### src/rtl/mac_pkg.sv
package mac_pkg;
  localparam logic [3:0] OP_CLR   = 4'd0;
  localparam logic [3:0] OP_MPY   = 4'd1;
  localparam logic [3:0] OP_MPYN  = 4'd2;
  localparam logic [3:0] OP_MAC   = 4'd3;
  localparam logic [3:0] OP_MSC   = 4'd4;
  localparam logic [3:0] OP_SQR   = 4'd5;
  localparam logic [3:0] OP_SQRAC = 4'd6;
  localparam logic [3:0] OP_ED    = 4'd7;
  localparam logic [3:0] OP_EDAC  = 4'd8;
  localparam logic [3:0] OP_ADD   = 4'd9;
  localparam logic [3:0] OP_SUB   = 4'd10;
  localparam logic [3:0] OP_NEG   = 4'd11;

  typedef enum logic [1:0] {SRC_ZERO, SRC_PROD, SRC_OTHER, SRC_SELF} mac_src_e;

  typedef struct packed {
    logic     wrEn;
    logic     dstB;
    logic     keepAcc;
    logic     negate;
    mac_src_e src;
    logic     squareX;
    logic     useDiff;
  } mac_strobe_t;
endpackage

### src/rtl/mac_ctrl.sv
module mac_ctrl
  import mac_pkg::*;
(
  input  logic        opValid,
  input  logic [3:0]  opCode,
  input  logic        accSel,
  output mac_strobe_t stb
);
  always_comb begin
    stb = '{wrEn: 1'b0, dstB: accSel, keepAcc: 1'b0, negate: 1'b0,
            src: SRC_ZERO, squareX: 1'b0, useDiff: 1'b0};
    if (opValid) begin
      stb.wrEn = 1'b1;
      case (opCode)
        OP_CLR:   stb.src = SRC_ZERO;
        OP_MPY:   stb.src = SRC_PROD;
        OP_MPYN:  begin stb.src = SRC_PROD; stb.negate = 1'b1; end
        OP_MAC:   begin stb.src = SRC_PROD; stb.keepAcc = 1'b1; end
        OP_MSC:   begin stb.src = SRC_PROD; stb.keepAcc = 1'b1; stb.negate = 1'b1; end
        OP_SQR:   begin stb.src = SRC_PROD; stb.squareX = 1'b1; end
        OP_SQRAC: begin stb.src = SRC_PROD; stb.squareX = 1'b1; stb.keepAcc = 1'b1; end
        OP_ED:    begin stb.src = SRC_PROD; stb.useDiff = 1'b1; end
        OP_EDAC:  begin stb.src = SRC_PROD; stb.useDiff = 1'b1; stb.keepAcc = 1'b1; end
        OP_ADD:   begin stb.src = SRC_OTHER; stb.keepAcc = 1'b1; end
        OP_SUB:   begin stb.src = SRC_OTHER; stb.keepAcc = 1'b1; stb.negate = 1'b1; end
        OP_NEG:   begin stb.src = SRC_SELF; stb.negate = 1'b1; end
        default:  stb.wrEn = 1'b0;
      endcase
    end
  end
endmodule

### src/rtl/mac_datapath.sv
module mac_datapath
  import mac_pkg::*;
#(
  parameter int OP_W  = 16,
  parameter int ACC_W = 40
) (
  input  logic              clk,
  input  logic              rstN,
  input  mac_strobe_t       stb,
  input  logic              accSel,
  input  logic [OP_W-1:0]   xIn,
  input  logic [OP_W-1:0]   yIn,
  input  logic              intMode,
  input  logic [1:0]        signMode,
  input  logic              roundConv,
  input  logic              satEnA,
  input  logic              satEnB,
  input  logic              satEnStore,
  input  logic              satWide,
  input  logic              clrSatAll,
  output logic [ACC_W-1:0]  accA,
  output logic [ACC_W-1:0]  accB,
  output logic [OP_W-1:0]   storeVal,
  output logic [1:0]        ovfFlag,
  output logic [1:0]        satFlag
);
  localparam int MUL_W    = OP_W + 1;
  localparam int PROD_W   = 2 * MUL_W;
  localparam int NARROW_W = 2 * OP_W;
  localparam int SUM_W    = ACC_W + 1;
  localparam int QW       = ACC_W - OP_W + 1;
  localparam logic signed [SUM_W-1:0] HI_WIDE   = {2'b00, {(ACC_W-1){1'b1}}};
  localparam logic signed [SUM_W-1:0] LO_WIDE   = ~HI_WIDE;
  localparam logic signed [SUM_W-1:0] HI_NARROW = {{(SUM_W-NARROW_W+1){1'b0}}, {(NARROW_W-1){1'b1}}};
  localparam logic signed [SUM_W-1:0] LO_NARROW = ~HI_NARROW;
  localparam logic signed [QW-1:0]    HI_STORE  = {{(QW-OP_W+1){1'b0}}, {(OP_W-1){1'b1}}};
  localparam logic signed [QW-1:0]    LO_STORE  = ~HI_STORE;
  localparam logic [OP_W-1:0]         HALF      = {1'b1, {(OP_W-1){1'b0}}};

  logic [ACC_W-1:0] acc [2];
  logic signed [MUL_W-1:0]  mulA, mulB, diff;
  logic signed [PROD_W-1:0] prod;
  logic signed [SUM_W-1:0]  prodExt, selfExt, otherExt, operand, addend, sum, hiLim, loLim, res;
  logic satEnSel, satHit, ovfNew;
  logic [ACC_W-1:0] newVal;

  assign diff = {xIn[OP_W-1], xIn} - {yIn[OP_W-1], yIn};

  always_comb begin
    if (stb.useDiff) begin
      mulA = diff; mulB = diff;
    end else if (stb.squareX) begin
      mulA = {xIn[OP_W-1], xIn}; mulB = {xIn[OP_W-1], xIn};
    end else begin
      mulA = (signMode == 2'b01) ? {1'b0, xIn} : {xIn[OP_W-1], xIn};
      mulB = (signMode == 2'b01 || signMode == 2'b10) ? {1'b0, yIn} : {yIn[OP_W-1], yIn};
    end
  end

  assign prod = mulA * mulB;
  assign prodExt = intMode ? {{(SUM_W-PROD_W){prod[PROD_W-1]}}, prod}
                           : {{(SUM_W-PROD_W-1){prod[PROD_W-1]}}, prod, 1'b0};

  assign selfExt  = stb.dstB ? {acc[1][ACC_W-1], acc[1]} : {acc[0][ACC_W-1], acc[0]};
  assign otherExt = stb.dstB ? {acc[0][ACC_W-1], acc[0]} : {acc[1][ACC_W-1], acc[1]};

  always_comb begin
    case (stb.src)
      SRC_PROD:  operand = prodExt;
      SRC_OTHER: operand = otherExt;
      SRC_SELF:  operand = selfExt;
      default:   operand = '0;
    endcase
    addend = stb.keepAcc ? selfExt : '0;
    sum    = stb.negate ? addend - operand : addend + operand;
  end

  assign satEnSel = stb.dstB ? satEnB : satEnA;
  assign hiLim    = satWide ? HI_WIDE : HI_NARROW;
  assign loLim    = satWide ? LO_WIDE : LO_NARROW;

  always_comb begin
    satHit = 1'b0;
    res    = sum;
    if (satEnSel && sum > hiLim) begin
      res = hiLim; satHit = 1'b1;
    end else if (satEnSel && sum < loLim) begin
      res = loLim; satHit = 1'b1;
    end
  end

  assign newVal = res[ACC_W-1:0];
  assign ovfNew = !((&newVal[ACC_W-1:NARROW_W-1]) || !(|newVal[ACC_W-1:NARROW_W-1]));

  for (genvar g = 0; g < 2; g++) begin : g_acc
    logic hit;
    assign hit = stb.wrEn && (stb.dstB == g[0]);
    always_ff @(posedge clk or negedge rstN) begin
      if (!rstN) begin
        acc[g]     <= '0;
        ovfFlag[g] <= 1'b0;
        satFlag[g] <= 1'b0;
      end else begin
        if (hit) begin
          acc[g]     <= newVal;
          ovfFlag[g] <= ovfNew;
        end
        satFlag[g] <= (satFlag[g] && !clrSatAll) || (hit && satHit);
      end
    end
  end

  assign accA = acc[0];
  assign accB = acc[1];

  logic [ACC_W-1:0]       srcAcc;
  logic [OP_W-1:0]        lowHalf;
  logic                   bump;
  logic signed [QW-1:0]   rounded;

  assign srcAcc  = accSel ? acc[1] : acc[0];
  assign lowHalf = srcAcc[OP_W-1:0];
  assign bump    = roundConv ? lowHalf[OP_W-1]
                             : ((lowHalf > HALF) || (lowHalf == HALF && srcAcc[OP_W]));
  assign rounded = {srcAcc[ACC_W-1], srcAcc[ACC_W-1:OP_W]} + {{(QW-1){1'b0}}, bump};

  always_comb begin
    if (satEnStore && rounded > HI_STORE)      storeVal = HI_STORE[OP_W-1:0];
    else if (satEnStore && rounded < LO_STORE) storeVal = LO_STORE[OP_W-1:0];
    else                                       storeVal = rounded[OP_W-1:0];
  end
endmodule

### src/rtl/mac_engine.sv
module mac_engine
  import mac_pkg::*;
#(
  parameter int OP_W  = 16,
  parameter int ACC_W = 40
) (
  input  logic              clk,
  input  logic              rstN,
  input  logic              opValid,
  input  logic [3:0]        opCode,
  input  logic              accSel,
  input  logic [OP_W-1:0]   xIn,
  input  logic [OP_W-1:0]   yIn,
  input  logic              intMode,
  input  logic [1:0]        signMode,
  input  logic              roundConv,
  input  logic              satEnA,
  input  logic              satEnB,
  input  logic              satEnStore,
  input  logic              satWide,
  input  logic              clrSatAll,
  output logic [ACC_W-1:0]  accA,
  output logic [ACC_W-1:0]  accB,
  output logic [OP_W-1:0]   storeVal,
  output logic              ovfA,
  output logic              ovfB,
  output logic              satA,
  output logic              satB,
  output logic              ovfAny,
  output logic              satAny
);
  mac_strobe_t stb;
  logic [1:0] ovfFlag, satFlag;

  mac_ctrl u_ctrl (.opValid(opValid), .opCode(opCode), .accSel(accSel), .stb(stb));

  mac_datapath #(.OP_W(OP_W), .ACC_W(ACC_W)) u_dp (
    .clk(clk), .rstN(rstN), .stb(stb), .accSel(accSel), .xIn(xIn), .yIn(yIn),
    .intMode(intMode), .signMode(signMode), .roundConv(roundConv),
    .satEnA(satEnA), .satEnB(satEnB), .satEnStore(satEnStore), .satWide(satWide),
    .clrSatAll(clrSatAll), .accA(accA), .accB(accB), .storeVal(storeVal),
    .ovfFlag(ovfFlag), .satFlag(satFlag)
  );

  assign ovfA   = ovfFlag[0];
  assign ovfB   = ovfFlag[1];
  assign satA   = satFlag[0];
  assign satB   = satFlag[1];
  assign ovfAny = ovfFlag[0] | ovfFlag[1];
  assign satAny = satFlag[0] | satFlag[1];
endmodule

### config.mk
export PLATFORM = sky130hd
export DESIGN_NAME = mac_engine
export DESIGN_NICKNAME = d
export VERILOG_FILES = /design/src/rtl/mac_pkg.sv /design/src/rtl/mac_ctrl.sv /design/src/rtl/mac_datapath.sv /design/src/rtl/mac_engine.sv
export SDC_FILE = /design/constraint.sdc
export NUM_CORES = 1
export LEC_CHECK = 0
export ABC_AREA = 1
export BUFFER_PORTS_ARGS = -buffer_cell sky130_fd_sc_hd__buf_4
export CORE_MARGIN = 4
export CORE_UTILIZATION = 40
export DETAILED_ROUTE_END_ITERATION = 16
export PLACE_DENSITY = 0.69
export SYNTH_ARGS = -nofsm -noshare
export SYNTH_HDL_FRONTEND = slang
export SYNTH_SLANG_ARGS = --single-unit
export TNS_END_PERCENT = 30
### constraint.sdc
create_clock -name clk -period 12.2 [get_ports clk]
set_clock_uncertainty 0.05 [all_clocks]
set_input_delay 1.22 -clock clk [delete_from_list [all_inputs] [get_ports clk]]
set_output_delay 1.22 -clock clk [all_outputs]
set_load 0.05 [all_outputs]
Yosys cells after proc, flatten, opt, wreduce, memory -nomap -nowiden
Index checks and enable logic that the tools add are counted.

operators by class
  reductions and logical operators = 29
  multipliers = 1
  bitwise operators = 3
  $add $sub $neg = 4
  $lt $le $gt $ge = 5
  multiplexer cells = 31
  equal/unequal tests = 17

operators by type and width
  cell                                                                                number
  41-bit 2-to-1 mux                                                                   4
  41-bit case mux with 3 select lines                                                 1
  40-bit 2-to-1 mux                                                                   3
  17-bit 2-to-1 mux                                                                   6
  39-bit 2-to-1 mux                                                                   2
  41-bit adder                                                                        1
  41-bit by 40-bit greater-than comparator with 1-bit output                          1
  41-bit by 40-bit less-than comparator with 1-bit output                             1
  41-bit subtractor                                                                   1
  17-bit by 17-bit multiplier with 34-bit output                                      1
  34-bit 2-to-1 mux                                                                   1
  16-bit 2-to-1 mux                                                                   2
  24-bit by 2-bit adder with 25-bit output                                            1
  25-bit by 16-bit greater-than comparator with 1-bit output (second input constant)  1
  25-bit by 16-bit less-than comparator with 1-bit output (second input constant)     1
  16-bit by 16-bit subtractor with 17-bit output                                      1
  16-bit == test (second input constant)                                              1
  4-bit by 3-bit == test with 1-bit output (second input constant)                    4
  4-bit == test (second input constant)                                               4
  16-bit greater-than comparator (second input constant)                              1
  12-bit OR reduction                                                                 1
  1-bit logical AND                                                                   11
  1-bit 2-to-1 mux                                                                    10
  9-bit AND reduction                                                                 1
  other kinds (16)                                                                    29

storage, ports and cells
  input port bits = 49
  output and inout port bits = 102
  bits in registers = 84
  logic and storage cells = 96

Logic depth before layout (Yosys ltp)
  depth in word-level cells = 19
  gate-level depth with buffers = 95
  depth with buffers taken out = 95

By module
A second synthesis with hierarchy kept.

unflattened totals
  cells, all modules = 3600
  area, all modules = 23658.9 um2

by module, submodules not included
  module        cells each  instances  area an instance (um2)
  mac_datapath  3558        1          23467.5
  mac_ctrl      36          1          168.9
  mac_engine    6           1          22.5

Worst setup path after synthesis
No wires, ideal clock.

  path type = input port to flip-flop
  start point = input xIn[0]
  end point = register u_dp.ovfFlag[1]
  arrival = 13041 ps
  cell stages on the path = 86
  path slack = -1009 ps
  data required time = 12032 ps
  path through = inv_1 ha_1 fa_1 nor2_1 o21ai_0 nand2_1 a21oi_1 o21bai_1 nand2_1 nand2_1 a21oi_1 nor2_1 o21ai_0 nand2_1 a21oi_1 o21bai_1 nand2_1 nand2_1 [... 50 more ...] nand3_1 nor3_1 nand3_1 nor2_1 nand2_1 nor3b_1 nand4_1 nand2_1 a21oi_1 nand3_1 buf_4 nand3_1 nand3_1 nand2_1 nor2_1 nand3_1 nand3_1 nand2_1

on the way
  longest elaborated chain between the ends = 16

RTL lines
  what                                                                                                    line                 RTL
  start: declaration                                                                                      mac_engine.sv:12     input logic [OP_W-1:0] xIn,
  parallel branches: the longest is 3 deep, another holds 16-bit by 16-bit subtractor with 17-bit output  -
  17-bit by 17-bit multiplier with 34-bit output (*)                                                      mac_datapath.sv:60   assign prod = mulA * mulB;
  34-bit 2-to-1 mux                                                                                       mac_datapath.sv:61   assign prodExt = intMode ? {{(SUM_W-PROD_W){prod[PROD_W-1]}}, prod}
  41-bit case mux with 3 select lines (*)                                                                 mac_datapath.sv:68   case (stb.src)
  41-bit adder / 41-bit subtractor (equally long branches)                                                mac_datapath.sv:75   sum = stb.negate ? addend - operand : addend + operand;
  41-bit 2-to-1 mux (*)                                                                                   mac_datapath.sv:75
  41-bit by 40-bit less-than comparator with 1-bit output                                                 mac_datapath.sv:87   end else if (satEnSel && sum < loLim) begin
  1-bit logical AND                                                                                       mac_datapath.sv:87
  40-bit 2-to-1 mux                                                                                       mac_datapath.sv:87
  40-bit 2-to-1 mux (*)                                                                                   mac_datapath.sv:85   if (satEnSel && sum > hiLim) begin
  9-bit OR reduction                                                                                      mac_datapath.sv:93   assign ovfNew = !((&newVal[ACC_W-1:NARROW_W-1]) || !(|newVal[ACC_W-1:NARROW_W-1]));
  1-bit zero test                                                                                         mac_datapath.sv:93
  1-bit logical OR (*)                                                                                    mac_datapath.sv:93
  1-bit zero test (*)                                                                                     mac_datapath.sv:93
  end signal: indexed assignment                                                                          mac_datapath.sv:106  ovfFlag[g] <= ovfNew;
  end: declaration                                                                                        mac_datapath.sv:24   output logic [1:0] ovfFlag,

Every way passes the cells marked *.
A chain may end at the register's enable or synchronous reset.

Worst setup path in the final report
  start point = input xIn[0]
  end point = register u_dp.ovfFlag[0]

Same word-level chain as after synthesis.

==> out/qor.yml <==
busiest_layer: "met2"
ys_types: 46
syn_avg_cell_area_sq_um: 6.47
grt_pass1_wl_mm: 134
drc: 0
critPathMaxFanout: 5
cts_tree: "yes"
cts_sinks: 84
maxCapViolCount: 0
syn_inst: 3629
crit_slowest_cell: "fa_1"
die_area_sq_um: 62700
grt_max_degree: 75
finalCritPeriodShare_pct: 110
run_status: "finished with violations"
cp_top_family: "simple AND/OR/NAND/NOR gates"
viasPerCell: 5.01
cts.path.max_buffers: 2
ys_ff_latch: 84
synth_edf_count: 0
grt_pass1_vias: 25300
num_antenna_cells: 0
hold_viol: 0
port_buffers: 150
dp_slack_ns: -1.62
worst_ep_required_time_ns: 12.40
hp-class: "flip-flop to flip-flop"
yosys_warnings: 0
cts.root.buffer_cell: "clkbuf_16"
critPathBufInv: 16
overflow: 0
drt-total-wl_mm: 84.8
die-width_um: 250
vias: 25800
period_needed_ns: 13.41
io_pins: 151
syn_nets: 4138
cts_max_level: 3
final_max_slew_viol_count: 0
grt_util_all_layers_pct: 26.5
seq_area_frac_synth_pct: 8.95
drt-pass1-iter-count: 6
drive_above_1_share_pct: 27.3
fmax_mhz: 74.6
syn_area_sq_um: 23500
clock_latency_ns: 0.36
worstSetupPathType: "input port to flip-flop"
place_congestion: 0.996
setup_ws_ns: -1.21
grt_antenna_before_repair: 0
die_h_um: 250
met2_usage_pct: 43.1
failed_checks: "negative setup slack"
dp_hpwl_mm: 71.5
area_growth_pct: 37.8
clk_pin_slew_worst_paths_ns: 0.06
finalSetupViolCount: 84
use_met3_pct: 5.16
ant_nets: 0
worst_slew_pin_slew_ns: 1.11
critPathCaptureType: "flip-flop"
synth_flop_cell: "dfrtp_1"
rsz0062_at_grt: "yes"
final_common_cell: "nand2_1"
critPathMaxStageDelay_ns: 0.55
critPathLaunchType: "input port"
max_slew_margin_pct: 25.7
initial_core_util_pct: 40.6
async_flop_share_pct: 100
mostFrequentLayoutCells: "nand2_1 (879), buf_4 (798), inv_1 (758)"
setup_tns_ns: -91.65
routedWlPerCell_um: 16.5
cts_buffers: 9
cp_common_cell: "nand2_1"
gr-usage-met1_pct: 36.5
core_area_sq_um: 57900
finalNetCount: 4889
fp-row-count: 88
critical_path_arrival_ns: 13.61
initialDrtViolationCount: 2058
[layer usage]
layer | vias to the layer above | part of all wire (%)
met5 | - | 0
met4 | 0 | 3.2
met3 | 151 | 8.2
met2 | 934 | 46
met1 | 12200 | 43
li1 | 12500 | -
[cell usage after synthesis, types with 5 or more instances]
library cell / number / area [sq um]
nand2_1: 973 / 3650
inv_1: 790 / 2970
nor2_1: 420 / 1580
fa_1: 299 / 5990
o21ai_0: 218 / 1090
ha_1: 161 / 2010
nand3_1: 140 / 701
a21oi_1: 89 / 445
dfrtp_1: 84 / 2100
clkbuf_1: 64 / 240
xor2_1: 59 / 517
nand4_1: 45 / 282
o22ai_1: 33 / 206
xnor2_1: 31 / 272
o21ai_1: 28 / 140
nor3_1: 22 / 110
o211ai_1: 19 / 143
nand3b_1: 18 / 135
buf_2: 14 / 70.1
inv_2: 10 / 37.5
nor4_1: 10 / 62.6
o21bai_1: 10 / 75.1
a31oi_1: 8 / 50.1
clkinv_1: 8 / 30.0
or2_2: 8 / 50.1
a21o_1: 7 / 52.6
buf_4: 6 / 45.0
nand2_2: 6 / 37.5
nor2_2: 6 / 37.5
nand3_2: 5 / 50.1
[what timing repair did]
action | CTS | global route
pin swaps | 100 | 119
setup buffers | 59 | 25
endpoints found under the setup margin | 84 | 84
hold buffers | 0 | 0
gates cloned | 2 | 1
resized for setup | 128 | 194
[kinds of logic after synthesis]
kind of cell / Yosys count / synth area share (%)
xor+xnor: 90 / 3.36
buf+inv: 900 / 14.7
compound gates: 431 / 10.1
simple gates: 1664 / 28.9
flops: 84 / 8.95
fa+ha+maj: 460 / 34.1
[per-stage QoR]
step,instance area [sq um],hold slack (ns),util (%),std cells
after global placement,30300,0.462,52.4,5047
after global routing,32400,0.509,55.9,5150
after detailed placement,30300,0.466,52.4,5047
final,32400,0.491,55.9,5150
after floorplan,24100,0.712,-,3629
after CTS,31500,0.484,54.4,5124
[registers in the layout, summed over array words and instances (netlist names)]
signal / count
u_dp.accA: 40
u_dp.accB: 40
u_dp.ovfFlag: 2
u_dp.satFlag: 2
[cell type report]
type / instances / area [sq um]
Multi-Input combinational cell: 2645 / 19400
Timing Repair Buffer: 832 / 6520
Fill cell: 5521 / 25500
Inverter: 808 / 3080
Sequential cell: 84 / 2100
Tap cell: 765 / 957
Clock inverter: 3 / 46.3
Clock buffer: 13 / 250
[path summary, 6_finish.rpt]
path                               start              end  slack (ns)  cells past startpoint
max                               xIn[0]  u_dp.ovfFlag[0]       -1.21                     90
min                        u_dp.accA[37]    u_dp.accA[37]        0.49                      2
max reg2reg                 u_dp.accA[4]  u_dp.ovfFlag[0]        4.58                     50
min reg2reg                u_dp.accA[37]    u_dp.accA[37]        0.49                      2
max in group asynchronous           rstN    u_dp.accA[39]       10.26                      2
min in group asynchronous           rstN    u_dp.accA[16]        0.63                      1
[worst reg2reg max path: cells and delay by family (launching register included)]
family	cells	cell delay, ns
compound gates	10	2.40
xor+xnor	1	0.16
fa+ha+maj	2	0.60
buf+inv	7	0.74
flops	1	0.44
simple gates	30	3.11
Power is left out: the tool's default activity adds up to more than one toggle a clock period on the data nets, which glitch-free logic cannot reach.
